`src/rtl/tdcseq_pkg.sv`:
```
package tdcseq_pkg;
  localparam int unsigned CHIP_AW      = 4;
  localparam int unsigned SLOT_W       = 4;
  localparam int unsigned CFG_SLOTS    = 11;
  localparam int unsigned SHADOW_DEPTH = 1 << CHIP_AW;
  localparam int unsigned MRESET_BIT   = 22;

  localparam logic [CHIP_AW-1:0] ADDR_MRESET  = 4'd4;
  localparam logic [CHIP_AW-1:0] ADDR_FIFO1   = 4'd8;
  localparam logic [CHIP_AW-1:0] ADDR_FIFO2   = 4'd9;
  localparam logic [CHIP_AW-1:0] ADDR_START01 = 4'd10;
  localparam logic [CHIP_AW-1:0] ADDR_STATUS  = 4'd12;

  typedef enum logic [2:0] {
    JOB_NONE,
    JOB_LOAD,
    JOB_READBACK,
    JOB_SINGLE,
    JOB_MRESET
  } job_e;

  // configuration slot -> chip address (sparse walk order)
  function automatic logic [CHIP_AW-1:0] slot_addr(input logic [SLOT_W-1:0] slot);
    logic [CHIP_AW-1:0] a;
    if (slot < SLOT_W'(8)) a = CHIP_AW'(slot);
    else if (slot == SLOT_W'(8)) a = 4'd11;
    else if (slot == SLOT_W'(9)) a = 4'd12;
    else a = 4'd14;
    return a;
  endfunction
endpackage

```
`src/rtl/tdcseq_cmd_decode.sv`:
```
module tdcseq_cmd_decode
  import tdcseq_pkg::*;
(
  input  logic               busy,
  input  logic               cmd_load,
  input  logic               cmd_readback,
  input  logic               cmd_rd_status,
  input  logic               cmd_rd_fifo1,
  input  logic               cmd_rd_fifo2,
  input  logic               cmd_rd_start01,
  input  logic               cmd_master_reset,
  input  logic               cmd_acq_on,
  input  logic               cmd_acq_off,
  output logic               go,
  output job_e               go_job,
  output logic [CHIP_AW-1:0] go_addr,
  output logic               acq_on_go,
  output logic               acq_off_go
);
  always_comb begin
    go         = 1'b0;
    go_job     = JOB_NONE;
    go_addr    = '0;
    acq_on_go  = 1'b0;
    acq_off_go = 1'b0;
    if (!busy) begin
      if (cmd_load) begin
        go = 1'b1; go_job = JOB_LOAD;
      end else if (cmd_readback) begin
        go = 1'b1; go_job = JOB_READBACK;
      end else if (cmd_rd_status) begin
        go = 1'b1; go_job = JOB_SINGLE; go_addr = ADDR_STATUS;
      end else if (cmd_rd_fifo1) begin
        go = 1'b1; go_job = JOB_SINGLE; go_addr = ADDR_FIFO1;
      end else if (cmd_rd_fifo2) begin
        go = 1'b1; go_job = JOB_SINGLE; go_addr = ADDR_FIFO2;
      end else if (cmd_rd_start01) begin
        go = 1'b1; go_job = JOB_SINGLE; go_addr = ADDR_START01;
      end else if (cmd_master_reset) begin
        go = 1'b1; go_job = JOB_MRESET; go_addr = ADDR_MRESET;
      end else if (cmd_acq_on) begin
        acq_on_go = 1'b1;
      end else if (cmd_acq_off) begin
        acq_off_go = 1'b1;
      end
    end
  end
endmodule

```
`src/rtl/tdcseq_access.sv`:
```
module tdcseq_access
  import tdcseq_pkg::*;
#(
  parameter int unsigned DATA_W      = 32,
  parameter int unsigned STRB_CYCLES = 2
) (
  input  logic               clk,
  input  logic               rst_n,
  input  logic               req,
  input  logic               req_write,
  input  logic [CHIP_AW-1:0] req_addr,
  input  logic [DATA_W-1:0]  req_wdata,
  output logic               chip_cs,
  output logic               chip_wr,
  output logic               chip_rd,
  output logic [CHIP_AW-1:0] chip_addr,
  output logic [DATA_W-1:0]  chip_wdata,
  output logic               release_o,
  output logic               rel_read
);
  localparam int unsigned CNT_W = (STRB_CYCLES < 2) ? 1 : $clog2(STRB_CYCLES + 1);

  typedef enum logic [1:0] {A_IDLE, A_SETUP, A_STRB, A_REL} acc_e;

  acc_e              state_q;
  logic [CNT_W-1:0]  cnt_q;
  logic              write_q;
  logic [CHIP_AW-1:0] addr_q;
  logic [DATA_W-1:0] wdata_q;
  logic              accept;

  assign accept = req && (state_q == A_IDLE || state_q == A_REL);

  always_ff @(posedge clk) begin
    if (!rst_n) begin
      state_q <= A_IDLE;
      cnt_q   <= '0;
      write_q <= 1'b0;
      addr_q  <= '0;
      wdata_q <= '0;
    end else begin
      if (accept) begin
        write_q <= req_write;
        addr_q  <= req_addr;
        wdata_q <= req_wdata;
      end
      case (state_q)
        A_IDLE:  if (accept) state_q <= A_SETUP;
        A_SETUP: begin
          state_q <= A_STRB;
          cnt_q   <= '0;
        end
        A_STRB: begin
          if (cnt_q == CNT_W'(STRB_CYCLES - 1)) state_q <= A_REL;
          else cnt_q <= cnt_q + 1'b1;
        end
        default: state_q <= accept ? A_SETUP : A_IDLE;
      endcase
    end
  end

  assign chip_cs    = (state_q != A_IDLE);
  assign chip_wr    = (state_q == A_STRB) && write_q;
  assign chip_rd    = (state_q == A_STRB) && !write_q;
  assign chip_addr  = addr_q;
  assign chip_wdata = wdata_q;
  assign release_o  = (state_q == A_REL);
  assign rel_read   = (state_q == A_REL) && !write_q;

  // checker state: length of the current strobe run
  logic [CNT_W:0] strb_run_q;
  always_ff @(posedge clk) begin
    if (!rst_n) strb_run_q <= '0;
    else if (chip_wr || chip_rd) strb_run_q <= strb_run_q + 1'b1;
    else strb_run_q <= '0;
  end

  p_strobe_exclusive_r9: assert property (@(posedge clk) disable iff (!rst_n)
    !(chip_wr && chip_rd));
  p_strobe_hold_r5: assert property (@(posedge clk) disable iff (!rst_n)
    ((chip_wr || chip_rd) && $past(chip_wr || chip_rd)) |-> ($stable(chip_addr) && $stable(chip_wdata)));
  p_strobe_width_r5: assert property (@(posedge clk) disable iff (!rst_n)
    (!(chip_wr || chip_rd) && $past(chip_wr || chip_rd)) |-> (strb_run_q == (CNT_W+1)'(STRB_CYCLES)));
  p_release_follows_strobe_r5: assert property (@(posedge clk) disable iff (!rst_n)
    release_o |-> ($past(chip_wr || chip_rd) && chip_cs && !chip_wr && !chip_rd));
endmodule

```
`src/rtl/tdcseq_shadow.sv`:
```
module tdcseq_shadow
  import tdcseq_pkg::*;
#(
  parameter int unsigned DATA_W = 32
) (
  input  logic                           clk,
  input  logic                           rst_n,
  input  logic                           we,
  input  logic [CHIP_AW-1:0]             waddr,
  input  logic [DATA_W-1:0]              wdata,
  output logic [SHADOW_DEPTH*DATA_W-1:0] words
);
  for (genvar g = 0; g < SHADOW_DEPTH; g++) begin : g_word
    logic [DATA_W-1:0] word_q;
    always_ff @(posedge clk) begin
      if (!rst_n) word_q <= '0;
      else if (we && waddr == CHIP_AW'(g)) word_q <= wdata;
    end
    assign words[g*DATA_W +: DATA_W] = word_q;
  end

  p_no_hole_write_r2: assert property (@(posedge clk) disable iff (!rst_n)
    we |-> (waddr != 4'd13 && waddr != 4'd15));
endmodule

```
`src/rtl/tdc_cfg_sequencer.sv`:
```
module tdc_cfg_sequencer
  import tdcseq_pkg::*;
#(
  parameter int unsigned DATA_W      = 32,
  parameter int unsigned STRB_CYCLES = 2
) (
  input  logic                           clk,
  input  logic                           rst_n,
  input  logic                           cmd_load,
  input  logic                           cmd_readback,
  input  logic                           cmd_rd_status,
  input  logic                           cmd_rd_fifo1,
  input  logic                           cmd_rd_fifo2,
  input  logic                           cmd_rd_start01,
  input  logic                           cmd_master_reset,
  input  logic                           cmd_acq_on,
  input  logic                           cmd_acq_off,
  input  logic [CFG_SLOTS*DATA_W-1:0]    cfg_words,
  output logic                           chip_cs,
  output logic                           chip_wr,
  output logic                           chip_rd,
  output logic [CHIP_AW-1:0]             chip_addr,
  output logic [DATA_W-1:0]              chip_wdata,
  input  logic [DATA_W-1:0]              chip_rdata,
  output logic                           chip_start,
  output logic                           acq_en,
  output logic                           busy,
  output logic [SHADOW_DEPTH*DATA_W-1:0] shadow_words
);
  localparam logic [SLOT_W-1:0] LAST_SLOT = SLOT_W'(CFG_SLOTS - 1);

  logic               busy_q, acq_en_q, start_q;
  job_e               job_q;
  logic [SLOT_W-1:0]  slot_q;
  logic               go, acq_on_go, acq_off_go;
  job_e               go_job;
  logic [CHIP_AW-1:0] go_addr;
  logic               release_w, rel_read_w;
  logic               walk_job, last, advance, req, req_write;
  job_e               req_job;
  logic [SLOT_W-1:0]  next_slot;
  logic [CHIP_AW-1:0] req_addr;
  logic [DATA_W-1:0]  req_wdata, slot_word, mreset_word;

  tdcseq_cmd_decode u_dec (
    .busy(busy_q), .cmd_load(cmd_load), .cmd_readback(cmd_readback),
    .cmd_rd_status(cmd_rd_status), .cmd_rd_fifo1(cmd_rd_fifo1),
    .cmd_rd_fifo2(cmd_rd_fifo2), .cmd_rd_start01(cmd_rd_start01),
    .cmd_master_reset(cmd_master_reset), .cmd_acq_on(cmd_acq_on),
    .cmd_acq_off(cmd_acq_off), .go(go), .go_job(go_job), .go_addr(go_addr),
    .acq_on_go(acq_on_go), .acq_off_go(acq_off_go)
  );

  // job walking: pick the next access while the current one releases
  assign walk_job    = (job_q == JOB_LOAD) || (job_q == JOB_READBACK);
  assign last        = walk_job ? (slot_q == LAST_SLOT) : 1'b1;
  assign advance     = busy_q && release_w;
  assign req         = go || (advance && !last);
  assign req_job     = go ? go_job : job_q;
  assign next_slot   = go ? '0 : slot_q + 1'b1;
  assign slot_word   = cfg_words[int'(next_slot)*DATA_W +: DATA_W];
  assign mreset_word = cfg_words[int'(ADDR_MRESET)*DATA_W +: DATA_W] | (DATA_W'(1) << MRESET_BIT);
  assign req_write   = (req_job == JOB_LOAD) || (req_job == JOB_MRESET);

  always_comb begin
    case (req_job)
      JOB_LOAD:     begin req_addr = slot_addr(next_slot); req_wdata = slot_word; end
      JOB_READBACK: begin req_addr = slot_addr(next_slot); req_wdata = '0; end
      JOB_MRESET:   begin req_addr = ADDR_MRESET;          req_wdata = mreset_word; end
      default:      begin req_addr = go_addr;              req_wdata = '0; end
    endcase
  end

  always_ff @(posedge clk) begin
    if (!rst_n) begin
      busy_q   <= 1'b0;
      job_q    <= JOB_NONE;
      slot_q   <= '0;
      acq_en_q <= 1'b0;
      start_q  <= 1'b0;
    end else begin
      start_q <= acq_on_go;
      if (acq_on_go)  acq_en_q <= 1'b1;
      if (acq_off_go) acq_en_q <= 1'b0;
      if (go) begin
        busy_q <= 1'b1;
        job_q  <= go_job;
        slot_q <= '0;
      end else if (advance) begin
        if (last) begin
          busy_q <= 1'b0;
          job_q  <= JOB_NONE;
        end else begin
          slot_q <= next_slot;
        end
      end
    end
  end

  tdcseq_access #(.DATA_W(DATA_W), .STRB_CYCLES(STRB_CYCLES)) u_acc (
    .clk(clk), .rst_n(rst_n), .req(req), .req_write(req_write),
    .req_addr(req_addr), .req_wdata(req_wdata), .chip_cs(chip_cs),
    .chip_wr(chip_wr), .chip_rd(chip_rd), .chip_addr(chip_addr),
    .chip_wdata(chip_wdata), .release_o(release_w), .rel_read(rel_read_w)
  );

  tdcseq_shadow #(.DATA_W(DATA_W)) u_shadow (
    .clk(clk), .rst_n(rst_n), .we(rel_read_w), .waddr(chip_addr),
    .wdata(chip_rdata), .words(shadow_words)
  );

  assign busy       = busy_q;
  assign acq_en     = acq_en_q;
  assign chip_start = start_q;

  p_bus_idle_r9: assert property (@(posedge clk) disable iff (!rst_n)
    !busy_q |-> (!chip_cs && !chip_wr && !chip_rd));
  p_busy_holds_r6: assert property (@(posedge clk) disable iff (!rst_n)
    (busy_q && !release_w) |=> busy_q);
  p_start_single_r7: assert property (@(posedge clk) disable iff (!rst_n)
    chip_start |=> !chip_start);
  p_capture_after_read_r2: assert property (@(posedge clk) disable iff (!rst_n)
    rel_read_w |-> $past(chip_rd));
  p_start_when_idle_r7: assert property (@(posedge clk) disable iff (!rst_n)
    chip_start |-> !busy_q);
endmodule

```
`config.mk`:
```
export PLATFORM = sky130hd
export DESIGN_NAME = tdc_cfg_sequencer
export DESIGN_NICKNAME = d
export VERILOG_FILES = /design/src/rtl/tdcseq_pkg.sv /design/src/rtl/tdcseq_cmd_decode.sv /design/src/rtl/tdcseq_access.sv /design/src/rtl/tdcseq_shadow.sv /design/src/rtl/tdc_cfg_sequencer.sv
export SDC_FILE = /design/constraint.sdc
export NUM_CORES = 1
export LEC_CHECK = 0
export BUFFER_PORTS_ARGS = -buffer_cell sky130_fd_sc_hd__buf_4
export CORE_AREA = 2 2 374 376
export DETAILED_ROUTE_END_ITERATION = 12
export DIE_AREA = 0 0 376 378
export GPL_TIMING_DRIVEN = 0
export PLACE_DENSITY_LB_ADDON = 0.2
export SYNTH_ARGS = -nofsm -noshare
export SYNTH_HDL_FRONTEND = slang
export SYNTH_SLANG_ARGS = --single-unit
export TNS_END_PERCENT = 1
```
`constraint.sdc`:
```
create_clock -name clk -period 3.63 [get_ports clk]
set_clock_uncertainty 0.05 [all_clocks]
set_input_delay 0.363 -clock clk [delete_from_list [all_inputs] [get_ports clk]]
set_output_delay 0.363 -clock clk [all_outputs]
set_load 0.02 [all_outputs]
```
Yosys cells after proc, flatten, opt, wreduce, memory -nomap -nowiden
Cells that the tools add are included.
{"block": "word_totals", "register_bits": 563, "out_inout_bits": 554, "word_cells": 166}
{"block": "classes", "add_sub_neg": 2, "n_lt_le_gt_ge": 1, "eq_ne": 30, "shift": 1, "mux": 63, "n_bitwise": 2, "n_reduce_logical": 41}
{"cell": "$shiftx 352x10->32", "count": 1}
{"cell": "$pmux 32 s2", "count": 1}
{"cell": "$eq 4x4->1 const B", "count": 11}
{"cell": "$mux 3", "count": 14}
{"cell": "$mux 4", "count": 9}
{"cell": "$mux 1", "count": 32}
{"cell": "$logic_and 1x1->1", "count": 22}
{"cell": "$eq 4x3->1 const B", "count": 4}
{"cell": "$eq 4x2->1 const B", "count": 2}
{"cell": "$mux 2", "count": 4}
{"cell": "$pmux 4 s2", "count": 1}
{"cell": "$reduce_and 2->1", "count": 4}
{"cell": "$reduce_bool 2->1", "count": 4}
{"cell": "$eq 3x1->1 const B", "count": 2}
{"cell": "$eq 3x2->1 const B", "count": 2}
{"cell": "$pmux 2 s3", "count": 1}
{"cell": "$reduce_or 2->1", "count": 3}
{"cell": "$add 4x1->4 const B", "count": 1}
{"cell": "$eq 2x1->1 const B", "count": 2}
{"cell": "$eq 2x2->1 const B", "count": 2}
{"cell": "$eq 4x1->1 const B", "count": 1}
{"cell": "$logic_not 4->1", "count": 1}
{"cell": "$logic_or 1x1->1", "count": 4}
{"cell": "$lt 4x4->1 const B", "count": 1}
{"cell": "8 further kinds", "count": 11}

Depth between registers and ports, before layout
{"block": "logic_depth", "ltp_word": 14, "mapped_depth": 12, "mapped_depth_nobuf": 8}

By module
From an unflattened synthesis, not the netlist that was laid out.
{"block": "hier_totals", "cells_unflattened": 2543, "area_unflattened_um2": 24497.2}
{"module": "tdcseq_shadow", "n_inst": 1, "cells_each": 1738, "area_per_inst_um2": 18296.3, "seq_area_each_um2": 10249.8}
{"module": "tdc_cfg_sequencer", "n_inst": 1, "cells_each": 583, "area_per_inst_um2": 4435.5, "seq_area_each_um2": 200.2}
{"module": "tdcseq_access", "n_inst": 1, "cells_each": 201, "area_per_inst_um2": 1609.0, "seq_area_each_um2": 820.8}
{"module": "tdcseq_cmd_decode", "n_inst": 1, "cells_each": 21, "area_per_inst_um2": 156.4, "seq_area_each_um2": 0.0}

Worst setup path after synthesis
Ideal clock, no wire load.
{"block": "synth_path", "path_type": "register to register", "from": "register slot_q[0]", "to": "register u_acc.wdata_q[0] (netlist: u_acc.chip_wdata[0])", "setup_ps": 124, "arrival_time_ps": 2785, "setup_slack_ps": 671, "stages_incl_launch_ff": 13, "synth_period_minus_slack_ps": 2959, "cell_sequence": "dfxtp_1 clkinv_1 clkbuf_1 ha_1 clkbuf_1 clkbuf_1 buf_1 mux2i_1 a2bb2oi_1 a21oi_1 o32ai_1 a221oi_1 a21oi_1"}
{"block": "synth_via", "elab_chain_cells": 6, "word_cells_on_any_way": 10}
{"item": "from (decl)", "line": "tdc_cfg_sequencer.sv:34", "source": "logic [SLOT_W-1:0] slot_q;"}
{"item": "from (signal assigned)", "line": "tdc_cfg_sequencer.sv:94", "source": "slot_q <= next_slot;"}
{"item": "parallel branches: the longest is 6 deep, another holds $add 4x1->4"}
{"item": "to (signal assigned)", "line": "tdcseq_access.sv:45", "source": "wdata_q <= req_wdata;"}
{"item": "to (decl)", "line": "tdcseq_access.sv:29", "source": "logic [DATA_W-1:0] wdata_q;"}
Parallel ways; which one is timed is not known.
A chain may end at the register's enable or synchronous reset.

Worst setup path in the final report
Same ends and word-level chain as after synthesis.

==> impl_metrics.env <==
export IMPL_status="completed"
export IMPL_drtIter0Drc=1747
export IMPL_drv_slew=0
export IMPL_route_vias_total=26606
export IMPL_holdPathStages=3
export IMPL_wl_met3_mm=10.7
export IMPL_slew_headroom_pct=2.78
export IMPL_cts_sinks=563
export IMPL_die_area_sq_um=142000
export IMPL_r2r_end="u_acc.chip_wdata[0]$_SDFFE_PN0P_"
export IMPL_ant_nets=0
export IMPL_end_kind="flip-flop"
export IMPL_start_util_pct=16.8
export IMPL_min_from="cfg_words[144]"
export IMPL_dpl_hpwl_mm=126
export IMPL_core_sq_um=139000
export IMPL_worstPathArrival_ns=4.02
export IMPL_dpl_instance_area_sq_um=32400
export IMPL_avgSynthCellArea_sq_um=7.55
export IMPL_clockBufferDepth=3
export IMPL_placementRows=137
export IMPL_synth_ff_type="dfxtp_1"
export IMPL_seqPwrFrac_pct=40.0
export IMPL_setup_viol=0
export IMPL_synthDistinctLibCells=59
export IMPL_grt_max_degree=13
export IMPL_p_comb_share_pct=14.6
export IMPL_place_inst=5806
export IMPL_stdcell_area_sq_um=35500
export IMPL_power_share_switching_pct=29.4
export IMPL_synth_nets=3486
export IMPL_wl_mm=159
export IMPL_rsz0062_at_grt="no"
export IMPL_setup_slack_ns=0.147
export IMPL_layout_min_cycle_time_ns=3.48
export IMPL_vias_per_cell=4.44
export IMPL_drc_errors=0
export IMPL_min_path_type="in2reg"
export IMPL_syn_area_sq_um=23300
export IMPL_die_w_um=376
export IMPL_clk_pin_slew_ns=0.06
export IMPL_syn_inst=3083
export IMPL_wl_met1_mm=66.1
export IMPL_clock_fmax_ghz=0.287
export IMPL_numCtsBuffers=73
export IMPL_dr_max_layer_used="met5"
export IMPL_path_class="reg2reg"
export IMPL_drive_gt1_share_pct=27.3
export IMPL_cp_data_required_time_ns=4.17
export IMPL_cts_root_buffer="clkbuf_16"
export IMPL_grt_pass1_vias=25639
export IMPL_htree_levels=3
export IMPL_min_to="u_acc.chip_wdata[16]$_SDFFE_PN0P_"
export IMPL_gr_total_overflow=0
export IMPL_grt_pass1_wl_mm=212
export IMPL_wl_per_cell_um=26.5
export IMPL_clock_latency_ns=0.66
export IMPL_fin_nets=4530
export IMPL_p_int_mw=11.4
export IMPL_yosysSeqAreaShare_pct=48.4
export IMPL_gp_congestion=0.857
export IMPL_leakage_nw=13.5
export IMPL_track_usage_pct=21.3
export IMPL_fill_cells=15572
export IMPL_synth_edff_count=0
export IMPL_switchingPower_mw=4.77
export IMPL_port_buffers=914
export IMPL_finalHoldViolCount=0
export IMPL_r2r_start="slot_q[0]$_SDFFE_PP0P_"
export IMPL_yosysWarnings=0
export IMPL_antenna_found_initial=16
export IMPL_rrSetupSlack_ns=0.15
export IMPL_maxCapViolCount=0
export IMPL_cts_tree="yes"
export IMPL_place_ws_ns=-1.51
export IMPL_min_period_over_period_pct=96.0
export IMPL_async_flop_share_pct=0
export IMPL_worstRegToRegCells=10
export IMPL_final_cells=5995
export IMPL_syn_to_final_growth_pct=52.4
export IMPL_num_io_pins=949
export IMPL_start_kind="flip-flop"
export IMPL_vdd_drop_max_mv=0.257
export IMPL_fin_tns_setup_ns=0
export IMPL_synth_seq_cells=563
export IMPL_critPathMaxFanout=10
export IMPL_dr_pass1_iters=5
export IMPL_route_met2_wl_mm=78.3
export IMPL_power_density_nw_per_um2=456
export IMPL_worstMarginPinSlew_ns=1.46
export IMPL_die_y_um=378
export IMPL_p_clk_share_pct=45.5
critical path, stage by stage (launching register included):
cell and delay [ns]:
dfxtp_1 0.46, clkinv_1 0.22, clkbuf_4 0.26, ha_1 0.30, clkbuf_2 0.17, clkbuf_2 0.36, nor2_2 0.34, clkbuf_1 0.46
nand3_1 0.33, a31o_2 0.33, a21oi_1 0.11
synthesized netlist by cell type, drive strengths merged (6+ instances only):
master	n	area share [%]
a22oi	31	1.0
nor2b	7	0.19
o221ai	21	0.79
nor3	23	0.49
inv	8	0.13
clkbuf	284	4.6
dfxtp	563	48
buf	16	0.33
ha	8	0.43
nand2	1086	18
o32ai	9	0.34
mux2	29	1.4
a211oi	31	1.0
o21ai	61	1.3
o22ai	19	0.51
a2bb2oi	10	0.38
nand2b	6	0.16
nor2	71	1.1
a221oi	14	0.53
a31oi	25	0.67
and2	15	0.40
a31o	29	1.1
a21oi	584	13
mux2i	34	1.5
nor4	7	0.25
nand3	38	0.82
cell usage in the layout, fill, tap and decap left out, types with 4 or more instances in the layout:
cell type / n
buf_2: 6
a21oi_1: 584
inv_1: 7
clkbuf_1: 284
a21o_1: 5
nor2_1: 68
diode_2: 9
a22oi_1: 31
ha_1: 8
bufinv_16: 4
a31o_2: 29
nor3_1: 20
mux2i_1: 34
buf_4: 917
nor4_1: 5
clkbuf_16: 75
nand2_1: 1085
clkbuf_2: 14
a211oi_1: 29
a2bb2oi_1: 10
o31ai_1: 5
o221ai_1: 21
dlygate4sd3_1: 50
buf_1: 5
buf_6: 6
clkbuf_8: 9
and3_1: 5
nand3_1: 38
o32ai_1: 9
o21ai_0: 61
a31oi_1: 25
and2_1: 15
mux2_2: 29
nand2b_1: 6
xnor2_1: 5
dfxtp_1: 563
o22ai_1: 19
clkinv_2: 15
nor2b_1: 7
a221oi_1: 10
power by group through the flow:
stage / registers (mW) / logic, mW / clock network (mW)
floorplan: 6.72 / 0.800 / 0
global placement: 6.60 / 2.30 / 0
detailed placement: 6.61 / 2.30 / 0
CTS: 6.47 / 2.37 / 7.53
global route: 6.49 / 2.51 / 7.76
finish: 6.47 / 2.36 / 7.36
layout make-up:
class | instances | area, sq um | share of cell area [%]
inverter | 9 | 33.8 | 0.0953
timing repair buffer | 969 | 7420 | 20.9
tap | 1807 | 2260 | 6.38
buffer | 300 | 1200 | 3.37
antenna | 9 | 22.5 | 0.0635
multi-input combinational | 2211 | 10900 | 30.8
clock inverter | 26 | 278 | 0.783
sequential | 563 | 11300 | 31.8
clock buffer | 101 | 2060 | 5.82
logic make-up (layout without fill, tap and decap cells):
| logic type | count (synthesis) | count (layout) | share of synthesized area (%) |
|---|---|---|---|
| mux | 64 | 64 | 2.96 |
| buf+inv | 309 | 1405 | 5.06 |
| other cells | 0 | 9 | 0 |
| xor+xnor | 8 | 8 | 0.301 |
| fa+ha+maj | 8 | 8 | 0.430 |
| compound gates | 864 | 864 | 21.4 |
| simple gates | 1267 | 1267 | 21.4 |
| flops | 563 | 563 | 48.4 |
metrics by stage:
step	utilization, %	hold slack, ns	power [mW]
floorplan	-	0.404	7.52
global placement	23.4	0.393	8.91
detailed placement	23.4	0.397	8.91
CTS	25.5	0.0000278	16.4
global route	25.6	0.0239	16.8
finish	25.6	0.0323	16.2
sequential cells by signal, summed over array words and instances (netlist names):
name / cells
acq_en: 1
busy: 1
chip_start: 1
job_q: 3
slot_q: 4
u_acc.chip_addr: 4
u_acc.chip_wdata: 32
u_acc.cnt_q: 2
u_acc.state_q: 2
u_acc.write_q: 1
u_shadow.g_word.word_q: 512
routing by layer:
| layer | track usage (%) | vias up |
|---|---|---|
| met3 | 4.99 | 176 |
| met4 | 5.13 | 4 |
| li1 | - | 12508 |
| met5 | 0 | - |
| met2 | 37.6 | 956 |
| met1 | 26.1 | 12962 |
what timing repair did:
item                                    4_1_cts  5_1_grt
hold buffers                                 48        2
gates resized for setup                      31       26
buffers inserted                              0        3
endpoints found under the setup margin       45       57
hold endpoints to repair                     35        2
pin swaps                                     1        2
worst max path at each step:
stage	start	to	cells after the start
final	slot_q[0]$_SDFFE_PP0P_	u_acc.chip_wdata[0]$_SDFFE_PN0P_	10
after global routing	slot_q[0]$_SDFFE_PP0P_	u_acc.chip_wdata[28]$_SDFFE_PN0P_	7
after CTS	slot_q[0]$_SDFFE_PP0P_	u_acc.chip_wdata[6]$_SDFFE_PN0P_	10
after detailed placement	slot_q[0]$_SDFFE_PP0P_	u_acc.chip_wdata[0]$_SDFFE_PN0P_	12
after global placement	slot_q[0]$_SDFFE_PP0P_	u_acc.chip_wdata[0]$_SDFFE_PN0P_	12
after floorplan	slot_q[0]$_SDFFE_PP0P_	u_acc.chip_wdata[0]$_SDFFE_PN0P_	12
Power figures use the tool's default switching activity.
